===== src/rtl/pix_sel_pkg.sv =====
package pix_sel_pkg;
  localparam int WORD_W = 32;
  localparam int RGB_W  = 24;

  // reverse byte order of a memory word
  function automatic logic [WORD_W-1:0] swap_bytes(input logic [WORD_W-1:0] w);
    logic [WORD_W-1:0] r;
    for (int b = 0; b < WORD_W/8; b++)
      r[8*b +: 8] = w[WORD_W-8-8*b +: 8];
    return r;
  endfunction
endpackage


===== src/rtl/pix_decode.sv =====
module pix_decode
  import pix_sel_pkg::*;
#(
  parameter logic [7:0] DIRECT_CODE = 8'h03
) (
  input  logic [WORD_W-1:0] ctrl_be,
  input  logic [WORD_W-1:0] direct_be,
  output logic              is_direct,
  output logic [RGB_W-1:0]  direct_rgb
);
  logic [WORD_W-1:0] ctrl_sw;
  logic [WORD_W-1:0] dir_sw;
  logic              unused_bits;

  always_comb begin
    ctrl_sw    = swap_bytes(ctrl_be);
    dir_sw     = swap_bytes(direct_be);
    is_direct  = (ctrl_sw[WORD_W-1 -: 8] == DIRECT_CODE);
    direct_rgb = dir_sw[RGB_W-1:0];
  end

  assign unused_bits = ^{ctrl_sw[WORD_W-9:0], dir_sw[WORD_W-1:RGB_W]};
endmodule


===== src/rtl/pix_hold_stage.sv =====
module pix_hold_stage
  import pix_sel_pkg::*;
(
  input  logic             clk,
  input  logic             rst_n,
  input  logic             take,
  input  logic             take_direct,
  input  logic [RGB_W-1:0] take_rgb,
  input  logic [RGB_W-1:0] pal_data,
  input  logic             out_ready,
  output logic             out_valid,
  output logic             out_mode,
  output logic [RGB_W-1:0] out_rgb
);
  logic             s_valid;
  logic             s_mode;
  logic             s_fresh;   // table entry is on pal_data this cycle
  logic [RGB_W-1:0] s_rgb;

  always_ff @(posedge clk) begin
    if (!rst_n) begin
      s_valid <= 1'b0;
      s_mode  <= 1'b0;
      s_fresh <= 1'b0;
      s_rgb   <= '0;
    end else if (take) begin
      s_valid <= 1'b1;
      s_mode  <= take_direct;
      s_fresh <= !take_direct;
      s_rgb   <= take_rgb;
    end else begin
      if (out_ready) s_valid <= 1'b0;
      if (s_fresh) begin
        s_rgb   <= pal_data;   // capture once; the table may change later
        s_fresh <= 1'b0;
      end
    end
  end

  assign out_valid = s_valid;
  assign out_mode  = s_mode;
  assign out_rgb   = s_fresh ? pal_data : s_rgb;


  stall_hold_chk: assert property (@(posedge clk) disable iff (!rst_n)
    (out_valid && !out_ready) |=> (out_valid && $stable(out_rgb) && $stable(out_mode)));

  no_phantom_chk: assert property (@(posedge clk) disable iff (!rst_n)
    (!out_valid && !take) |=> !out_valid);
endmodule


===== src/rtl/pix_colour_select.sv =====
module pix_colour_select
  import pix_sel_pkg::*;
#(
  parameter int         IDX_W       = 8,
  parameter logic [7:0] DIRECT_CODE = 8'h03
) (
  input  logic              clk,
  input  logic              rst_n,
  input  logic              in_valid,
  output logic              in_ready,
  input  logic [IDX_W-1:0]  in_index,
  input  logic [WORD_W-1:0] in_direct,
  input  logic [WORD_W-1:0] in_ctrl,
  output logic              pal_rd,
  output logic [IDX_W-1:0]  pal_addr,
  input  logic [RGB_W-1:0]  pal_data,
  output logic              out_valid,
  input  logic              out_ready,
  output logic [WORD_W-1:0] out_pixel,
  output logic              out_mode
);
  localparam int PAD_W = WORD_W - RGB_W;

  logic             take;
  logic             dec_direct;
  logic [RGB_W-1:0] dec_rgb;
  logic [RGB_W-1:0] st_rgb;

  pix_decode #(.DIRECT_CODE(DIRECT_CODE)) u_dec (
    .ctrl_be    (in_ctrl),
    .direct_be  (in_direct),
    .is_direct  (dec_direct),
    .direct_rgb (dec_rgb)
  );

  assign in_ready = !out_valid || out_ready;
  assign take     = in_valid && in_ready;
  assign pal_rd   = take;
  assign pal_addr = in_index;

  pix_hold_stage u_stage (
    .clk         (clk),
    .rst_n       (rst_n),
    .take        (take),
    .take_direct (dec_direct),
    .take_rgb    (dec_rgb),
    .pal_data    (pal_data),
    .out_ready   (out_ready),
    .out_valid   (out_valid),
    .out_mode    (out_mode),
    .out_rgb     (st_rgb)
  );

  assign out_pixel = {{PAD_W{1'b0}}, st_rgb};


  accept_to_out_chk: assert property (@(posedge clk) disable iff (!rst_n)
    (in_valid && in_ready) |=> out_valid);

  mode_flag_chk: assert property (@(posedge clk) disable iff (!rst_n)
    (in_valid && in_ready) |=> (out_mode == ($past(in_ctrl[7:0]) == DIRECT_CODE)));

  direct_rgb_chk: assert property (@(posedge clk) disable iff (!rst_n)
    (in_valid && in_ready && in_ctrl[7:0] == DIRECT_CODE) |=>
      (out_pixel[23:0] == {$past(in_direct[15:8]), $past(in_direct[23:16]), $past(in_direct[31:24])}));

  table_rgb_chk: assert property (@(posedge clk) disable iff (!rst_n)
    (in_valid && in_ready && in_ctrl[7:0] != DIRECT_CODE) |=> (out_pixel[23:0] == pal_data));
endmodule


===== config.mk =====
export PLATFORM = sky130hd
export DESIGN_NAME = pix_colour_select
export DESIGN_NICKNAME = d
export VERILOG_FILES = /design/src/rtl/pix_sel_pkg.sv /design/src/rtl/pix_decode.sv /design/src/rtl/pix_hold_stage.sv /design/src/rtl/pix_colour_select.sv
export SDC_FILE = /design/constraint.sdc
export NUM_CORES = 1
export LEC_CHECK = 0
export CAP_MARGIN = 20
export CORE_ASPECT_RATIO = 0.6
export CORE_UTILIZATION = 35
export DETAILED_ROUTE_END_ITERATION = 10
export GPL_ROUTABILITY_DRIVEN = 0
export GPL_TIMING_DRIVEN = 0
export PLACE_DENSITY = 0.87
export SKIP_CTS_REPAIR_TIMING = 1
export SYNTH_ARGS = -nofsm -noshare
export SYNTH_HDL_FRONTEND = slang
export SYNTH_HIERARCHICAL = 1
export SYNTH_SLANG_ARGS = --single-unit

===== constraint.sdc =====
create_clock -name clk -period 3.5 [get_ports clk]
set_clock_uncertainty 0.2 [all_clocks]
set_input_delay 0.7 -clock clk [delete_from_list [all_inputs] [get_ports clk]]
set_output_delay 0.7 -clock clk [all_outputs]
set_load 0.005 [all_outputs]

Word-level counts from Yosys, hierarchy flattened
Index checks and enable logic that the tools add are counted.
Widths: inputs -> output; s select.

cells by class
  reduce and logical (&&, ||, !) cells = 6
  muxes and demuxes = 4
  eq/ne operators = 1

operators with widths
  cell                number
  $mux 24             2
  $eq 8x2->1 const B  1
  $logic_not 1->1     2
  $mux 1              2
  $reduce_and 2->1    1
  $reduce_bool 2->1   1
  $logic_and 1x1->1   1
  $logic_or 1x1->1    1

word-level totals
  logic and storage cells = 15
  register bits = 27
  output and inout port bits = 44
  input port bits = 100

Depth between registers and ports, before layout
  depth after elaboration = 4
  gate-level depth with buffers = 5
  depth with buffers taken out = 4

Hierarchy
Netlist, hierarchy kept.

modules (own cells, without submodules)
  module             cells each  area an instance (um^2)  sequential area each (um^2)  instances
  pix_hold_stage     115         1400.1                   540.5                        1
  pix_decode         27          203.9                    0.0                          1
  pix_colour_select  19          146.4                    0.0                          1

Worst setup path after synthesis
Ideal clock, no wire load.

  path kind = input-to-reg
  start point = in in_ctrl[7]
  end point = reg u_stage.s_fresh
  arrival = 1.646 ns
  path buffers = 0
  path slack = 1.539 ns
  data required time = 3.184 ns
  setup time = 0.116 ns
  stages = 3
  path through = or4_1 nor4_2 and3b_1

on the way
  cells in the longest elaborated chain, start to end = 2

RTL lines
  item                  RTL line                 text
  from (decl)           pix_colour_select.sv:13  input logic [WORD_W-1:0] in_ctrl,
  $eq 8x2->1            pix_decode.sv:18         is_direct = (ctrl_sw[WORD_W-1 -: 8] == DIRECT_CODE);
  named net dec_direct  pix_colour_select.sv:25  logic dec_direct;
  $logic_not 1->1       pix_hold_stage.sv:29     s_fresh <= !take_direct;
  to (signal assigned)  pix_hold_stage.sv:29
  to (decl)             pix_hold_stage.sv:17     logic s_fresh;

The timed path passes the listed nets, and every way through them passes these cells.
A chain may end at the register's enable or synchronous reset.

Worst setup path in the final report
  start point = in out_ready
  end point = out pal_rd

on the way
  cells in the longest elaborated chain, start to end = 2

RTL lines
  item               RTL line                 text
  from (decl)        pix_colour_select.sv:18  input logic out_ready,
  $logic_or 1x1->1   pix_colour_select.sv:36  assign in_ready = !out_valid || out_ready;
  $logic_and 1x1->1  pix_colour_select.sv:37  assign take = in_valid && in_ready;
  to (decl)          pix_colour_select.sv:14  output logic pal_rd,

Every way passes these cells.

==> impl_metrics.tcl <==
set metrics [dict create \
    dieArea_um2 5300 \
    reg2reg_from "u_stage/out_valid" \
    clock_path_buffers 2 \
    power_switching_uw 187 \
    finalMaxSlewViolations 0 \
    grt_usage_pct 15.0 \
    cts.clk_slew.worst_paths_ns 0.09 \
    tightest_slew_ns 0.524 \
    cts_root_buffer "clkbuf_8" \
    syn_inst 161 \
    synth-seq-area-share_pct 30.9 \
    cp-startpoint "out_ready" \
    num_rows 19 \
    via_count 1347 \
    cts_buffers 3 \
    power.density_nw_per_um2 306 \
    end_kind "primary output" \
    synth_warnings 6 \
    hp-start "u_stage/out_mode" \
    layout_common_cells "70 x clkdlybuf4s50_1, 40 x buf_4, 27 x dfxtp_1" \
    r2r_setup_slack_ns 1.91 \
    drt_iter0_markers 24 \
    synth_area_um2 1750 \
    outcome "finished, final reports clean" \
    crit_fanout 7 \
    die_x_um 93.3 \
    p_leak_uw 0.00129 \
    stdcell_count 305 \
    synth_seq_cells 27 \
    core-area_um2 4680 \
    max_slew_margin_pct 65.1 \
    worstHoldEndpoint "u_stage/out_mode" \
    max_cap_viol_count 0 \
    grt.overflow.total 0 \
    fin_ws_ns 0.599 \
    ant_nets 0 \
    rsz0062_at_grt "no" \
    dpl.hpwl_um 3200 \
    cts.sinks 27 \
    arrival_ns 2.00 \
    routed_via_density 4.42 \
    final_common_cell "clkdlybuf4s50_1" \
    ir_worst_vdd_uv 184 \
    cts-htree-levels 1 \
    final_nets 343 \
    required_ns 2.60 \
    synth_area_per_cell_um2 10.9 \
    sw_frac_of_total_pct 23.5 \
    drc 0 \
    pwr-share-seq_pct 42.7 \
    grt_max_degree 15 \
    max_freq_mhz 345 \
    initial_core_util_pct 37.4 \
    io_pins 144 \
    worstRegToRegCells 5 \
    clock_power_share_pct 22.2 \
    grt_first_pass_wirelength_um 6150 \
    wirelength_um 3970 \
    port_buffers 70 \
    fin_setup_tns_ns 0 \
    grt_pass1_vias 1334 \
    area_growth_pct 48.6 \
    post-place-ws_ns 0.605 \
    antenna_found_initial 0 \
    startpoint_type "input port" \
    drt-pass1-iter-count 3 \
    cts_tree "done" \
    worstSetupPathType "input port to primary output" \
    internal_power_uw 608 \
    yosysUniqueCellTypes 20 \
    post-route-period-util_pct 82.9 \
    die_y_um 56.8 \
    antennaDiodeCount 0 \
    finalPower_uw 795 \
    hold_violations 0 \
    dpl.cell_count 301 \
    worstReg2RegEnd "u_stage/s_rgb[6]" \
    insertion_delay_ns 0.27 \
    wl_per_cell_um 13.0 \
    drive_gt1_share_pct 31.4 \
    hold_depth 2 \
    min_period_ns 2.90 \
    hold_class "flop to flop" \
    setup_violations 0 \
    combPwrFrac_pct 35.0 \
    fillerInstances 428 \
]
-- how the worst max path moves through the flow --
stage / slack, ns / depth (start not counted) / to
after global routing: 0.56 / 4 / pal_rd
after CTS: 0.60 / 4 / pal_rd
final: 0.60 / 4 / pal_rd
after floorplan: 1.54 / 3 / u_stage/s_fresh
after detailed placement: 0.61 / 4 / pal_rd
after global placement: 0.61 / 4 / pal_rd
-- power groups by stage --
stage	Combinational [uW]	Clock (uW)	Sequential, uW
global route	300	201	342
CTS	282	187	340
global placement	276	0	346
finish	278	177	340
detailed placement	281	0	347
floorplan	153	0	345
-- Yosys cell counts --
master    number  area share (%)
conb_1         1            0.21
mux2i_1        1            0.57
and3b_1        1            0.50
or4_1          1            0.43
mux2_2         4             2.6
o21a_1         1            0.43
buf_12         2             2.3
nand2_1        1            0.21
nor4_2         1            0.71
mux2_4        20              17
clkbuf_1       5             1.1
nor2b_1        2            0.71
nand2b_4       1            0.79
buf_2          3            0.86
dfxtp_1       27              31
nand2b_1      24             8.6
and2_4         1            0.50
o211a_1       24              14
buf_4         40              17
buf_6          1            0.64
-- final cells by class --
cell class,count,area (um^2),area share (%)
Buffer,51,385,14.8
Sequential cell,27,541,20.8
Multi-Input combinational cell,90,851,32.7
Clock buffer,4,45.0,1.73
Tap cell,63,78.8,3.03
Timing Repair Buffer,70,701,26.9
-- per-stage QoR --
stage | util (%) | hold slack (ns) | cell area [um^2]
2_1_floorplan | - | 0.307 | 1780
3_3_place_gp | 54.6 | 0.309 | 2560
3_5_place_dp | 54.6 | 0.331 | 2560
4_1_cts | 55.5 | 0.345 | 2600
5_1_grt | 55.5 | 0.406 | 2600
6_report | 55.5 | 0.346 | 2600
-- registers in the layout, summed over array words and instances (netlist names) --
name,flops
u_stage/out_valid,1
u_stage/s_rgb,24
u_stage/s_fresh,1
u_stage/out_mode,1
-- logic make-up after synthesis --
kind of cell / after synthesis / share of synthesized area [%]
AO/OA/AOI/OAI: 25 / 14.2
buffers and inverters: 51 / 22.0
flip-flops: 27 / 30.9
multiplexers: 25 / 20.3
other: 1 / 0.214
AND/OR/NAND/NOR: 32 / 12.4
-- routing by layer --
| layer | vias to the layer above | routed length (um) | global-route usage, % |
|---|---|---|---|
| met4 | 0 | 16 | 2.64 |
| met3 | 2 | 405 | 6.37 |
| met5 | - | 0 | 0 |
| met1 | 619 | 1700 | 17.7 |
| met2 | 62 | 1850 | 25.7 |
| li1 | 664 | - | - |
-- critical path, stage by stage --
cell and delay (ns):
clkdlybuf4s50_1 0.49, nand2b_4 0.13, and2_4 0.18, clkdlybuf4s50_1 0.50
No activity file was read; power rests on OpenSTA's default activity.
